<file path="src/rtl/tmr_cmp_pkg.sv">
package tmr_cmp_pkg;
   localparam int unsigned NDEV = 3;

   // Device marking from one vote: bit k set means device k is suspected.
   typedef logic [NDEV-1:0] dev_mask_t;

   function automatic dev_mask_t vote3(input logic eq01, input logic eq02,
                                       input logic eq12);
      dev_mask_t m;
      if (eq01 && eq02)      m = 3'b000;
      else if (eq01)         m = 3'b100;
      else if (eq02)         m = 3'b010;
      else if (eq12)         m = 3'b001;
      else                   m = 3'b111;
      return m;
   endfunction
endpackage

</file>
<file path="src/rtl/tmr_in_stage.sv">
module tmr_in_stage #(
   parameter int unsigned SYM_W  = 2,
   parameter bit          REG_IN = 1'b0
) (
   input  logic                 clk,
   input  logic                 rst_n,
   input  logic [3*SYM_W-1:0]   d_in,
   input  logic [2:0]           v_in,
   input  logic                 e_in,
   output logic [3*SYM_W-1:0]   d_out,
   output logic [2:0]           v_out,
   output logic                 e_out
);
   generate
      if (REG_IN) begin : g_reg
         always_ff @(posedge clk) begin
            if (!rst_n) begin
               d_out <= '0;
               v_out <= '0;
               e_out <= 1'b0;
            end else begin
               d_out <= d_in;
               v_out <= v_in;
               e_out <= e_in;
            end
         end
      end else begin : g_pass
         assign d_out = d_in;
         assign v_out = v_in;
         assign e_out = e_in;
      end
   endgenerate
endmodule

</file>
<file path="src/rtl/tmr_sym_vote.sv">
module tmr_sym_vote
   import tmr_cmp_pkg::*;
#(
   parameter int unsigned SYM_W = 2
) (
   input  logic [3*SYM_W-1:0] sym,
   input  logic               en,
   output dev_mask_t          mark
);
   logic [SYM_W-1:0] s [3];

   generate
      for (genvar k = 0; k < 3; k++) begin : g_split
         assign s[k] = sym[k*SYM_W +: SYM_W];
      end
   endgenerate

   always_comb begin
      mark = '0;
      if (en) mark = vote3(s[0] == s[1], s[0] == s[2], s[1] == s[2]);
   end
endmodule

</file>
<file path="src/rtl/tmr_miss_cnt.sv">
module tmr_miss_cnt #(
   parameter int unsigned CNT_W = 8
) (
   input  logic             clk,
   input  logic             rst_n,
   input  logic             clr,
   input  logic             inc,
   output logic [CNT_W-1:0] cnt
);
   localparam logic [CNT_W-1:0] CNT_MAX = {CNT_W{1'b1}};

   always_ff @(posedge clk) begin
      if (!rst_n || clr)                cnt <= '0;
      else if (inc && cnt != CNT_MAX)   cnt <= cnt + 1'b1;
   end
endmodule

</file>
<file path="src/rtl/tmr_readback_cmp.sv">
module tmr_readback_cmp
   import tmr_cmp_pkg::*;
#(
   parameter int unsigned SYM_W  = 2,
   parameter int unsigned CNT_W  = 8,
   parameter bit          REG_IN = 1'b0
) (
   input  logic                 clk,
   input  logic                 rst_n,
   input  logic [3*SYM_W-1:0]   rb_data,
   input  logic [2:0]           rb_valid,
   input  logic                 frame_end,
   output logic [2:0]           refresh_o,
   output logic                 err_o,
   output logic                 sync_err_o,
   output logic [3*CNT_W-1:0]   miss_cnt_o
);
   localparam int unsigned DATA_W = NDEV * SYM_W;

   generate
      if (SYM_W < 1) begin : g_bad_sym
         $error("tmr_readback_cmp: SYM_W must be at least 1");
      end
      if (CNT_W < 2) begin : g_bad_cnt
         $error("tmr_readback_cmp: CNT_W must be at least 2");
      end
   endgenerate

   logic [DATA_W-1:0] s_data;
   logic [2:0]        s_valid;
   logic              s_end;
   logic              aligned, partial;
   dev_mask_t         mark;

   tmr_in_stage #(.SYM_W(SYM_W), .REG_IN(REG_IN)) in_i (
      .clk(clk), .rst_n(rst_n),
      .d_in(rb_data), .v_in(rb_valid), .e_in(frame_end),
      .d_out(s_data), .v_out(s_valid), .e_out(s_end)
   );

   assign aligned = &s_valid;
   assign partial = (|s_valid) && !aligned;

   tmr_sym_vote #(.SYM_W(SYM_W)) vote_i (
      .sym(s_data), .en(aligned), .mark(mark)
   );

   always_ff @(posedge clk) begin
      if (!rst_n) begin
         refresh_o  <= '0;
         err_o      <= 1'b0;
         sync_err_o <= 1'b0;
      end else begin
         refresh_o  <= mark;
         err_o      <= s_end ? 1'b0 : (err_o | (|mark));
         sync_err_o <= s_end ? 1'b0 : (sync_err_o | partial);
      end
   end

   generate
      for (genvar k = 0; k < NDEV; k++) begin : g_cnt
         tmr_miss_cnt #(.CNT_W(CNT_W)) cnt_i (
            .clk(clk), .rst_n(rst_n),
            .clr(s_end), .inc(mark[k]),
            .cnt(miss_cnt_o[k*CNT_W +: CNT_W])
         );
      end
   endgenerate
endmodule

</file>
<file path="config.mk">
export PLATFORM = sky130hd
export DESIGN_NAME = tmr_readback_cmp
export DESIGN_NICKNAME = d
export VERILOG_FILES = /design/src/rtl/tmr_cmp_pkg.sv /design/src/rtl/tmr_in_stage.sv /design/src/rtl/tmr_sym_vote.sv /design/src/rtl/tmr_miss_cnt.sv /design/src/rtl/tmr_readback_cmp.sv
export SDC_FILE = /design/constraint.sdc
export NUM_CORES = 1
export LEC_CHECK = 0
export BUFFER_PORTS_ARGS = -buffer_cell sky130_fd_sc_hd__buf_2
export CORE_MARGIN = 5
export CORE_UTILIZATION = 45
export DETAILED_ROUTE_END_ITERATION = 7
export PLACE_DENSITY = 0.8
export SLEW_MARGIN = 25
export SYNTH_ARGS = -nofsm -noshare
export SYNTH_HDL_FRONTEND = slang
export SYNTH_SLANG_ARGS = --single-unit
</file>
<file path="constraint.sdc">
create_clock -name clk -period 1.7 [get_ports clk]
set_clock_uncertainty 0.15 [all_clocks]
set_input_delay 0.425 -clock clk [delete_from_list [all_inputs] [get_ports clk]]
set_output_delay 0.425 -clock clk [all_outputs]
set_load 0.05 [all_outputs]
</file>
# Word-level counts from Yosys, hierarchy flattened
# Index checks and enable logic that the tools add are counted.
[totals] ff_bits=29 latchBits=0 ram_bits=0 romBits=0 out_inout_bits=29 mem_count=0
[op_classes] add_sub_neg=3 n_mul=0 n_div=0 n_lt_le_gt_ge=0 n_eq_ne=6 shift=0 muxes=5 bitwise_logic=3 reduce_logical=12
[ops] operator="adder 8 x 1 -> 8 bit (second input constant)" n=3
[ops] operator="!= test 8 bit (second input constant)" n=3
[ops] operator="2-to-1 mux 3 bit" n=5
[ops] operator="equality test 2 bit" n=3
[ops] operator="OR reduction 3 bit" n=2
[ops] operator="logical AND 1 bit" n=5
[ops] operator="AND reduction 3 bit" n=1
[ops] operator="zero test 1 bit" n=2
[ops] operator="OR 1 bit" n=2
[ops] operator="OR reduction 2 bit" n=1
[ops] operator="logical OR 1 bit" n=1
[ops] operator="NOT 1 bit" n=1

# Longest topological paths before layout
# Gate-level depths: netlist (run 1).
[depth] depth_word=8 depth_mapped=6 depth_no_buf=6

# Hierarchy
# From an unflattened synthesis (run 1), not the netlist that was laid out.
[hier_totals] cells_unflattened=175 area_unflattened_um2=1586.5
[modules_own_cells] mod="tmr_miss_cnt" instances=3 cells_per_inst=46 area_per_inst_um2=421.7
[modules_own_cells] mod="tmr_readback_cmp" instances=1 cells_per_inst=15 area_per_inst_um2=163.9
[modules_own_cells] mod="tmr_sym_vote" instances=1 cells_per_inst=12 area_per_inst_um2=82.6
[modules_own_cells] mod="tmr_in_stage" instances=1 cells_per_inst=10 area_per_inst_um2=75.1

# Least setup slack after synthesis (run 1)
# No wires, ideal clock.
[synth_path] path_type="register to register" startpoint="register g_cnt[2].cnt_i.cnt[0]" endpoint="register g_cnt[2].cnt_i.cnt[0]" setup_ns=0.128 t_arrival_ns=1.726 required_time_ns=1.422 path_slack_ns=-0.304 stages_incl_launch_ff=7 period_less_slack_ns=2.004 cell_sequence="dfxtp_1 > ha_1 > nand3_1 > o22ai_1 > nor2_1 > xnor2_1 > nor2_1"
[synth_via] elab_chain_len=2
[synth_lines] item="start: declaration" line="tmr_miss_cnt.sv:8" rtl="output logic [CNT_W-1:0] cnt"
[synth_lines] item="start signal: assignment" line="tmr_miss_cnt.sv:14" rtl="else if (inc && cnt != CNT_MAX) cnt <= cnt + 1'b1;"
[synth_lines] item="branches (longest 2 deep; another with adder 8 x 1 -> 8 bit)"
# Parallel ways; which one is timed is not known.
# A chain may end at the register's enable or synchronous reset.

# Final worst setup path (run 1)
[layout_path] startpoint="register g_cnt[2].cnt_i.cnt[2]" endpoint="output miss_cnt_o[18]"
[layout_rtl] item="end: declaration" line="tmr_readback_cmp.sv:16" rtl="output logic [3*CNT_W-1:0] miss_cnt_o"
# No word-level cell between the ends.

==> metrics.md, run 1 <==
| Metric | Value |
|---|---|
| Status | completed |
| Mapped Cells | 162 |
| Count leader, synth | dfxtp_1 |
| Post-synth ARST share | 0% |
| Worst Path Required | 1.12 ns |
| Synth top area share | 41.4% |
| CTS Buf Count | 5 |
| Via/cell ratio | 5.16 |
| Clock Latency Late Sink | 0.33 ns |
| Yosys reg bits | 29 |
| Compound-Gate Fraction of Synth Area | 12.8% |
| Slowest cell on crit path | dfxtp_1 |
| Top cells by area, synth | dfxtp_1, xnor2_1, nor2_1 |
| Post-DP Area | 0.00181 mm2 |
| Non-filler cells, final | 265 |
| Initial core utilization | 46.3% |
| Crit path cell chain | buf_4, buf_2 |
| Peak VDD IR | 0.489 mV |
| Synth Area in XOR/XNOR | 10.6% |
| CTS sink cnt | 29 |
| DRC viols | 0 |
| Critical Setup Path Class | register to output port |
| Ports | 41 |
| Yosys warnings | 0 |
| Main combinational cell family by area after synthesis | simple AND/OR/NAND/NOR gates |
| Worst rel slew slack | 71.8% |
| Largest net degree at the start of global routing | 15 |
| Largest area contributor in the netlist | dfxtp_1 |
| Most used DFF post-synth | dfxtp_1 |
| Setup-failing EPs final | 0 |
| EDFF count, synth | 0 |
| Port bufs | 40 |
| CTS H-Tree Depth | 2 |
| Setup TNS | 0 ns |
| Total grt overflow | 0 |
| Post-Synth Adder-Cell Area | 2.68% |
| Top cells by count, synth | dfxtp_1, nor2_1, xnor2_1 |
| Max_cap viols | 0 |
| Fillers | 265 |
| Iteration-0 DRC Markers | 40 |
| Die width | 65.8 um |
| Buffer and inverter count on the worst path | 2 |
| Synth Area per Inst | 8.66 um2 |
| Worst-path fanout max | 5 |
| First-pass GRT wire length | 5.50 mm |
| GP Congestion | 0.808 |
| Max Freq | 611 MHz |
| Tmin final | 1.64 ns |
| Static leakage | 0.800 nW |
| Post-CTS Hold Buffers | 0 |
| Total track usage | 16.3% |
| Placed Instances | 257 |
| CP top delay family | buffers and inverters |
| Hpwl dp | 2.44 mm |
| HP Class | input pin to register |
| Antenna cells | 0 |
| Clock Tree Buf Depth | 2 |
| Post-CTS Setup Inserts | 0 |
| Initial antenna violation count | 0 |
| Max incr delay on CP | 0.34 ns |
| DRT antenna net count | 0 |
| Arr. time, crit path | 1.06 ns |
| Post-synthesis mux area share | 0.714% |
| Syn_nets | 177 |
| Detailed Routing Iterations Pass 1 | 5 |
| Vias in the first global route | 1269 |
| Synth Cell Area | 0.00140 mm2 |
| Reg clk slew, reported paths | 0.09 ns |
| Final count of hold timing violations | 0 |
| Layout cells sized above 1 | 39.8% |
| CTS tree | done |
| Seq/Total Area, Yosys | 41.4% |
| Vias | 1368 |
| Least-Margin Pin Slew | 0.421 ns |
| Total Die Area | 0.00433 mm2 |
| Area delta synth->final | 35.1% |
| Die Ht | 65.8 um |
| Kind of end point of the critical path | output port |
| Post-route design area | 0.00189 mm2 |
| Finished Core Util | 62.6% |
| Core Region | 0.00303 mm2 |
| Fin crit share | 96.3% |
| PostCTS Resize Cnt | 0 |
| Per-cell routed wire length | 12.0 um |
| RSZ-0062 raised after global routing | yes |
| Max-slew violations | 0 |
| NumNets Final | 235 |
| Rows | 20 |
| Cell Pwr Density | 662 mW/mm2 |
| Routed Wire Length | 3.18 mm |
| Critical Path Source Type | register |
| Simple logic cell fraction of the synthesized area | 29.9% |
| Clk root buf | clkbuf_4 |
| Netlist cell types | 35 |
[cell type report]
| type | instances | area, um2 | area share (%) |
|---|---|---|---|
| clock buffers | 8 | 58.8 | 3.10 |
| inverters | 3 | 11.3 | 0.594 |
| flip-flops and latches | 29 | 632 | 33.4 |
| multi-input cells | 126 | 821 | 43.3 |
| well taps | 44 | 55.1 | 2.91 |
| repair buffers | 55 | 317 | 16.7 |
[stage by stage]
step | hold WS [ns] | power (mW) | setup slack (ns)
after global routing | 0.225 | 1.31 | -0.0204
after CTS | 0.203 | 1.26 | 0.0466
after floorplan | 0.397 | 0.774 | -0.00219
after global placement | 0.295 | 0.825 | -0.225
final | 0.219 | 1.25 | 0.0626
after detailed placement | 0.313 | 0.827 | -0.252
[registers in the layout, summed over array words and instances, names as in the netlist]
name             flops
err_o                1
g_cnt.cnt_i.cnt     24
refresh_o            3
sync_err_o           1
[placed cells by master (no fill, tap or decap), drive strengths merged]
cell type / synthesis / final
nor2: 19 / 19
clkbuf: 3 / 8
nand3: 12 / 12
xnor2: 15 / 15
o211ai: 1 / 1
and3: 5 / 5
and2: 3 / 3
buf: 1 / 55
dfxtp: 29 / 29
o21ai: 5 / 5
a211oi: 2 / 2
a21o: 3 / 3
nor4b: 2 / 2
nand3b: 1 / 1
a41o: 2 / 2
a21bo: 1 / 1
mux2i: 1 / 1
o22ai: 1 / 1
a41oi: 1 / 1
nand4: 3 / 3
nor2b: 2 / 2
or3: 4 / 4
a21oi: 10 / 10
inv: 3 / 3
ha: 3 / 3
nand2: 10 / 10
nand2b: 2 / 2
a31oi: 2 / 2
nor4: 4 / 4
and4: 4 / 4
xor2: 2 / 2
nor3: 5 / 5
and4b: 1 / 1
[final timing paths]
| kind | cells past startpoint | to | start | slack [ns] |
|---|---|---|---|---|
| setup / recovery | 2 | miss_cnt_o[18] | g_cnt[2].cnt_i.cnt[2] | 0.06 |
| setup reg to reg | 5 | g_cnt[0].cnt_i.cnt[7] | g_cnt[0].cnt_i.cnt[6] | 0.09 |
| hold / removal | 2 | refresh_o[0] | rst_n | 0.22 |
| hold reg to reg | 2 | err_o | err_o | 0.33 |
[cell families (layout without fill, tap and decap cells)]
logic type / after synthesis / after routing
AO/OA/AOI/OAI: 28 / 28
buffers and inverters: 7 / 66
adder cells (fa/ha/maj): 3 / 3
flip-flops: 29 / 29
XOR/XNOR: 17 / 17
multiplexers: 1 / 1
AND/OR/NAND/NOR: 77 / 77
[power by group]
group          internal [mW]  switching (mW)  total, mW
Clock                  0.204           0.235      0.439
Combinational         0.0550          0.0893      0.144
Sequential             0.667         0.00327      0.670
Total                  0.926           0.328       1.25
[routing by layer]
metal / up-vias / GRT usage (%) / share of wire [%]
met4: 0 / 7.77 / 1.9
met1: 620 / 21.1 / 50
li1: 705 / - / -
met5: - / 0 / 0
met3: 7 / 5.10 / 7.1
met2: 36 / 24.4 / 41
(Power assumes the default switching activity.)
==> run 2, diff against run 1 <==
- ABC_AREA: unset -> 1
- CORE_UTILIZATION: 45 -> 48
- CTS_CLUSTER_DIAMETER: unset -> 120
- PLACE_DENSITY: 0.8 -> 0.81
- SKIP_LAST_GASP: unset -> 1
==> run 2 against run 1 <==
Against the previous run: sequential power rose by 3.3%; clock-buffer cell count fell by 1; global-route usage fell by 0.21 points; highest routed layer unchanged; critical path depth fell by 1.
==> metrics.md, run 2 <==
| Metric | Value |
|---|---|
| Worst Path Required | 1.12 ns |
| EDFF count, synth | 0 |
| Post-synth ARST share | 0% |
| Vias in the first global route | 1505 |
| Worst-path fanout max | 6 |
| Kind of end point of the critical path | output port |
| Reg clk slew, reported paths | 0.07 ns |
| Syn_nets | 255 |
| M1 GR Usage | 20.0% |
| Cell Pwr Density | 695 mW/mm2 |
| Reg2Reg Launch Point | g_cnt[1].cnt_i.cnt[1] |
| Fin crit share | 93.5% |
| NumNets Final | 305 |
| HP Class | input pin to register |
| CTS sink cnt | 29 |
| DRC viols | 0 |
| Antenna cells | 0 |
| Non-filler cells, final | 339 |
| Synth top area share | 32.4% |
| Arr. time, crit path | 1.01 ns |
| Hold Path Origin | rst_n |
| Biggest regs | g_cnt.cnt_i.cnt (24), refresh_o (3) |
| Synth Cell Area | 0.00179 mm2 |
| Clk root buf | clkbuf_8 |
| Netlist cell types | 28 |
| Mapped Cells | 240 |
| DRT antenna net count | 0 |
| Most frequent cells in the layout | nand2_1, buf_2, a21oi_1, dfxtp_1 |
| Initial antenna violation count | 0 |
| Grt met3 use | 4.12% |
| Die Ht | 71.1 um |
| Static leakage | 0.944 nW |
| Per-cell routed wire length | 11.4 um |
| Seq/Total Area, Yosys | 32.4% |
| Crit path launch | g_cnt[2].cnt_i.cnt[6] |
| Largest net degree at the start of global routing | 11 |
| Setup-failing EPs final | 0 |
| PostCTS Resize Cnt | 0 |
| Vias | 1676 |
| Most common cell after layout, fill and taps aside | nand2_1 |
| Yosys warnings | 0 |
| Layout cells sized above 1 | 33.7% |
| Total Die Area | 0.00505 mm2 |
| RSZ-0062 raised after global routing | no |
| Port bufs | 40 |
| Area delta synth->final | 22.0% |
| CTS H-Tree Depth | 2 |
| Largest Register | g_cnt.cnt_i.cnt |
| Most Used Layer, Global Route | met2 |
| Initial core utilization | 49.2% |
| Post-route setup slack | 0.111 ns |
| Hpwl dp | 2.89 mm |
| Detailed Routing Iterations Pass 1 | 4 |
| Status | completed |
| Final Hold Slack | 0.257 ns |
| First-pass GRT wire length | 6.56 mm |
| Total track usage | 16.1% |
| Crit path cell chain | buf_2 |
| Peak VDD IR | 0.432 mV |
| Yosys reg bits | 29 |
| Tmin final | 1.59 ns |
| Max Freq | 629 MHz |
| CTS Buf Count | 5 |
| Post-CTS Setup Inserts | 0 |
| Critical Setup Path Class | register to output port |
| Pre-CTS setup slack | 0.171 ns |
| Total grt overflow | 0 |
| Final count of hold timing violations | 0 |
| Max-slew violations | 0 |
| Worst rel slew slack | 82.6% |
| Die width | 71.1 um |
| Max_cap viols | 0 |
| Critical Path Source Type | register |
| GP Congestion | 0.827 |
| Iteration-0 DRC Markers | 78 |
| Max reg flops | 24 |
| Synth Area per Inst | 7.46 um2 |
| Top cells by count, synth | nand2_1, dfxtp_1, a21oi_1 |
| Least-Margin Pin Slew | 0.263 ns |
| Setup TNS | 0 ns |
| GR met2 Demand/Resource | 26.3% |
| Overall power | 1.52 mW |
| Buffer and inverter count on the worst path | 1 |
| Max incr delay on CP | 0.43 ns |
| Routed Wire Length | 3.87 mm |
| CTS tree | done |
| Slowest cell on crit path | dfxtp_1 |
| Rows | 22 |
| Clock Latency Late Sink | 0.28 ns |
| Clock Tree Buf Depth | 2 |
| Via/cell ratio | 4.94 |
| Count leader, synth | nand2_1 |
| Most used DFF post-synth | dfxtp_1 |
| Top cells by area, synth | dfxtp_1, nand2_1, a21oi_1 |
| Ports | 41 |
| Post-CTS Hold Buffers | 0 |
| Core Region | 0.00363 mm2 |
| CP top delay family | flip-flops |
| Placed Instances | 331 |
| Largest area contributor in the netlist | dfxtp_1 |
## run 2: changes by cell type after synthesis, moves of 7 or more
cell,before,now
nand3_1,12,19
xnor2_1,15,0
xor2_1,2,9
inv_1,3,18
a21oi_1,10,26
nand2_1,10,57
nand2_2,0,12
o21ai_1,0,9
## run 2: final timing paths
path | to | cells after the start | slack, ns
max | miss_cnt_o[22] | 1 | 0.11
min | refresh_o[1] | 3 | 0.26
max reg2reg | g_cnt[1].cnt_i.cnt[7] | 6 | 0.15
min reg2reg | sync_err_o | 2 | 0.32
## run 2: stage by stage
| step | area (um2) | utilization, % |
|---|---|---|
| after floorplan | 1800 | - |
| after global placement | 2080 | 57.3 |
| after detailed placement | 2080 | 57.3 |
| after CTS | 2180 | 60.1 |
| after global routing | 2180 | 60.1 |
| final | 2180 | 60.1 |
## run 2: per-layer routing
metal,wire (um),vias up
met2,1860,35
met5,0,-
met4,63,0
met1,1780,750
met3,169,7
li1,-,884
## run 2: cell type report
class / count / area [um2]
Tap cell: 48 / 60.1
Clock buffer: 7 / 96.3
Multi-Input combinational cell: 187 / 1110
Inverter: 23 / 91.3
Sequential cell: 29 / 588
Clock inverter: 1 / 5.00
Timing Repair Buffer: 44 / 230
Fill cell: 337 / 1450
## run 2: kinds of logic (layout without fill, tap and decap cells)
logic type	after synthesis	after routing	synth area share, %
simple gates	135	135	44.3
compound gates	40	40	11.4
flops	29	29	32.4
buf+inv	24	75	5.38
xor+xnor	9	9	4.41
fa+ha+maj	3	3	2.10
## run 2: report_power, final
group          total (mW)  switching, mW  internal (mW)
sequential          0.692        0.00473          0.687
clock               0.634          0.269          0.365
combinational       0.191          0.130         0.0614
total                1.52          0.403           1.11
## run 2: tightest hold or removal path, delay by kind of cell
kind          cells  cell delay (ns)
simple gates      1             0.09
buf+inv           2             0.13
==> run 3, diff against run 2 <==
- CORE_ASPECT_RATIO: unset -> 1.5
- PLACE_DENSITY: 0.81 -> unset
- PLACE_DENSITY_LB_ADDON: unset -> 0.12
==> run 3 against run 2 <==
Against the previous run: critical endpoint is now miss_cnt_o[10]; hold slack improved by 0.0050 ns; sequential cell count unchanged; setup slack got worse by 0.020 ns; largest power group unchanged; non-clock buffer count decreased by 1; first-iteration DRC count decreased by 37%; clock power decreased by 11%; maximum frequency decreased by 1.2%; cell area decreased by 0.52%; routed wire length increased by 2.9%; largest cell class unchanged; global-route usage increased by 1.3 points; utilization decreased by 0.56 points; final cell count decreased by 2.1%.
==> metrics.md, run 3 (synthesis results as in run 2) <==
| Metric | Value |
|---|---|
| Biggest regs | g_cnt.cnt_i.cnt (24), refresh_o (3) |
| HP Class | input pin to register |
| Fin crit share | 94.6% |
| Reg clk slew, reported paths | 0.06 ns |
| Initial antenna violation count | 0 |
| Tmin final | 1.61 ns |
| Setup TNS | 0 ns |
| First-pass GRT wire length | 6.91 mm |
| Post-route setup slack | 0.0916 ns |
| Post-CTS Setup Inserts | 0 |
| Max Freq | 622 MHz |
| Rows | 27 |
| Hpwl dp | 3.04 mm |
| Overall power | 1.45 mW |
| Layout cells sized above 1 | 33.2% |
| Routed Wire Length | 3.98 mm |
| Initial core utilization | 49.0% |
| Critical Setup Path Class | register to output port |
| CTS H-Tree Depth | 2 |
| Crit path launch | g_cnt[1].cnt_i.cnt[2] |
| Die Ht | 84.8 um |
| Max-slew violations | 0 |
| Vias in the first global route | 1607 |
| Die width | 59.9 um |
| Largest Register | g_cnt.cnt_i.cnt |
| DRC viols | 0 |
| CP top delay family | flip-flops |
| Critical Path Source Type | register |
| Antenna cells | 0 |
| Worst-path fanout max | 5 |
| Reg2Reg Launch Point | g_cnt[2].cnt_i.cnt[0] |
| Buffer and inverter count on the worst path | 1 |
| Static leakage | 0.935 nW |
| Int Pwr | 1.07 mW |
| Vias | 1687 |
| Worst path depth | 1 |
| Final count of hold timing violations | 0 |
| Clock Tree Buf Depth | 2 |
| Combinational power share | 13.4% |
| Core Region | 0.00365 mm2 |
| Reg power frac | 47.6% |
| Peak VDD IR | 0.463 mV |
| Psw | 384 uW |
| R2r setup slk | 0.18 ns |
| Max incr delay on CP | 0.45 ns |
| Switch share | 26.4% |
| Critical Path Sink | miss_cnt_o[10] |
| Clock network fraction of total power | 39.0% |
| Ports | 41 |
| Max_cap viols | 0 |
| Setup-failing EPs final | 0 |
| Pre-CTS setup slack | 0.144 ns |
| Clk root buf | clkbuf_8 |
| CTS Buf Count | 5 |
| Largest net degree at the start of global routing | 13 |
| Clock Latency Late Sink | 0.27 ns |
| DRT antenna net count | 0 |
| Cell Pwr Density | 669 mW/mm2 |
| Total track usage | 17.4% |
| Kind of end point of the critical path | output port |
| Area delta synth->final | 21.4% |
| Worst Path Required | 1.12 ns |
| Worst flop-to-flop path endpoint | g_cnt[2].cnt_i.cnt[7] |
| Port bufs | 40 |
| Total Die Area | 0.00507 mm2 |
| RSZ-0062 raised after global routing | no |
| Most frequent cells in the layout | nand2_1, buf_2, a21oi_1, dfxtp_1, nor2_1 |
| Arr. time, crit path | 1.03 ns |
| Status | completed |
| Detailed Routing Iterations Pass 1 | 4 |
| Fillers | 373 |
| Reg2reg path depth | 6 |
| CTS sink cnt | 29 |
| Per-cell routed wire length | 12.0 um |
| Max reg flops | 24 |
| Via/cell ratio | 5.08 |
| Worst rel slew slack | 79.4% |
| Iteration-0 DRC Markers | 49 |
| Most common cell after layout, fill and taps aside | nand2_1 |
| Slowest cell on crit path | dfxtp_1 |
| Crit path cell chain | buf_2 |
| NumNets Final | 304 |
| Least-Margin Pin Slew | 0.306 ns |
| CTS tree | done |
| Hold Path Origin | rst_n |
| Total grt overflow | 0 |
| GP Congestion | 0.815 |
## run 3: repair_timing
item	4_1_cts	5_1_grt
hold buffers	0	0
endpoints found under the setup margin	0	5
gates resized for setup	0	1
## run 3: area by class of cell
| class | count | area, um2 | share of cell area (%) |
|---|---|---|---|
| Multi-Input combinational cell | 187 | 1120 | 51.4 |
| Sequential cell | 29 | 588 | 27.1 |
| Timing Repair Buffer | 43 | 235 | 10.8 |
| Inverter | 23 | 91.3 | 4.21 |
| Clock buffer | 7 | 86.3 | 3.97 |
| Tap cell | 43 | 53.8 | 2.48 |
## run 3: power groups by stage
stage / combinational [mW] / sequential [mW] / clock, mW
final: 0.195 / 0.692 / 0.567
after global routing: 0.213 / 0.692 / 0.611
after global placement: 0.196 / 0.706 / 0
after floorplan: 0.118 / 0.730 / 0
after CTS: 0.198 / 0.692 / 0.585
after detailed placement: 0.198 / 0.707 / 0
## run 3: tightest hold or removal path, stage by stage
cell,delay [ns]
buf_2,0.08
inv_2,0.06
nor2_1,0.09
## run 3: worst min path at each step
stage	to	slack (ns)	cells after the start
after floorplan	refresh_o[1]	0.43	2
after global placement	sync_err_o	0.30	2
after detailed placement	sync_err_o	0.30	2
after CTS	refresh_o[1]	0.25	3
after global routing	refresh_o[1]	0.26	3
final	refresh_o[1]	0.26	3
## run 3: per-layer routing
| layer | wire length [um] | GRT usage (%) | vias to the layer above | part of all wire (%) |
|---|---|---|---|---|
| met5 | 0 | 0 | - | 0 |
| met4 | 91 | 7.66 | 0 | 2.3 |
| met3 | 153 | 4.00 | 9 | 3.8 |
| met2 | 2050 | 30.1 | 34 | 51 |
| met1 | 1690 | 19.5 | 764 | 42 |
| li1 | - | - | 880 | - |
## run 3: through the flow
| step | utilization, % | hold slack (ns) | cell area (um2) | cells |
|---|---|---|---|---|
| 5_1_grt | 59.5 | 0.263 | 2170 | 332 |
| 3_3_place_gp | 57.0 | 0.300 | 2080 | 325 |
| 4_1_cts | 59.4 | 0.253 | 2170 | 332 |
| 3_5_place_dp | 57.0 | 0.301 | 2080 | 325 |
| 2_1_floorplan | - | 0.426 | 1800 | 240 |
| 6_report | 59.5 | 0.262 | 2170 | 332 |
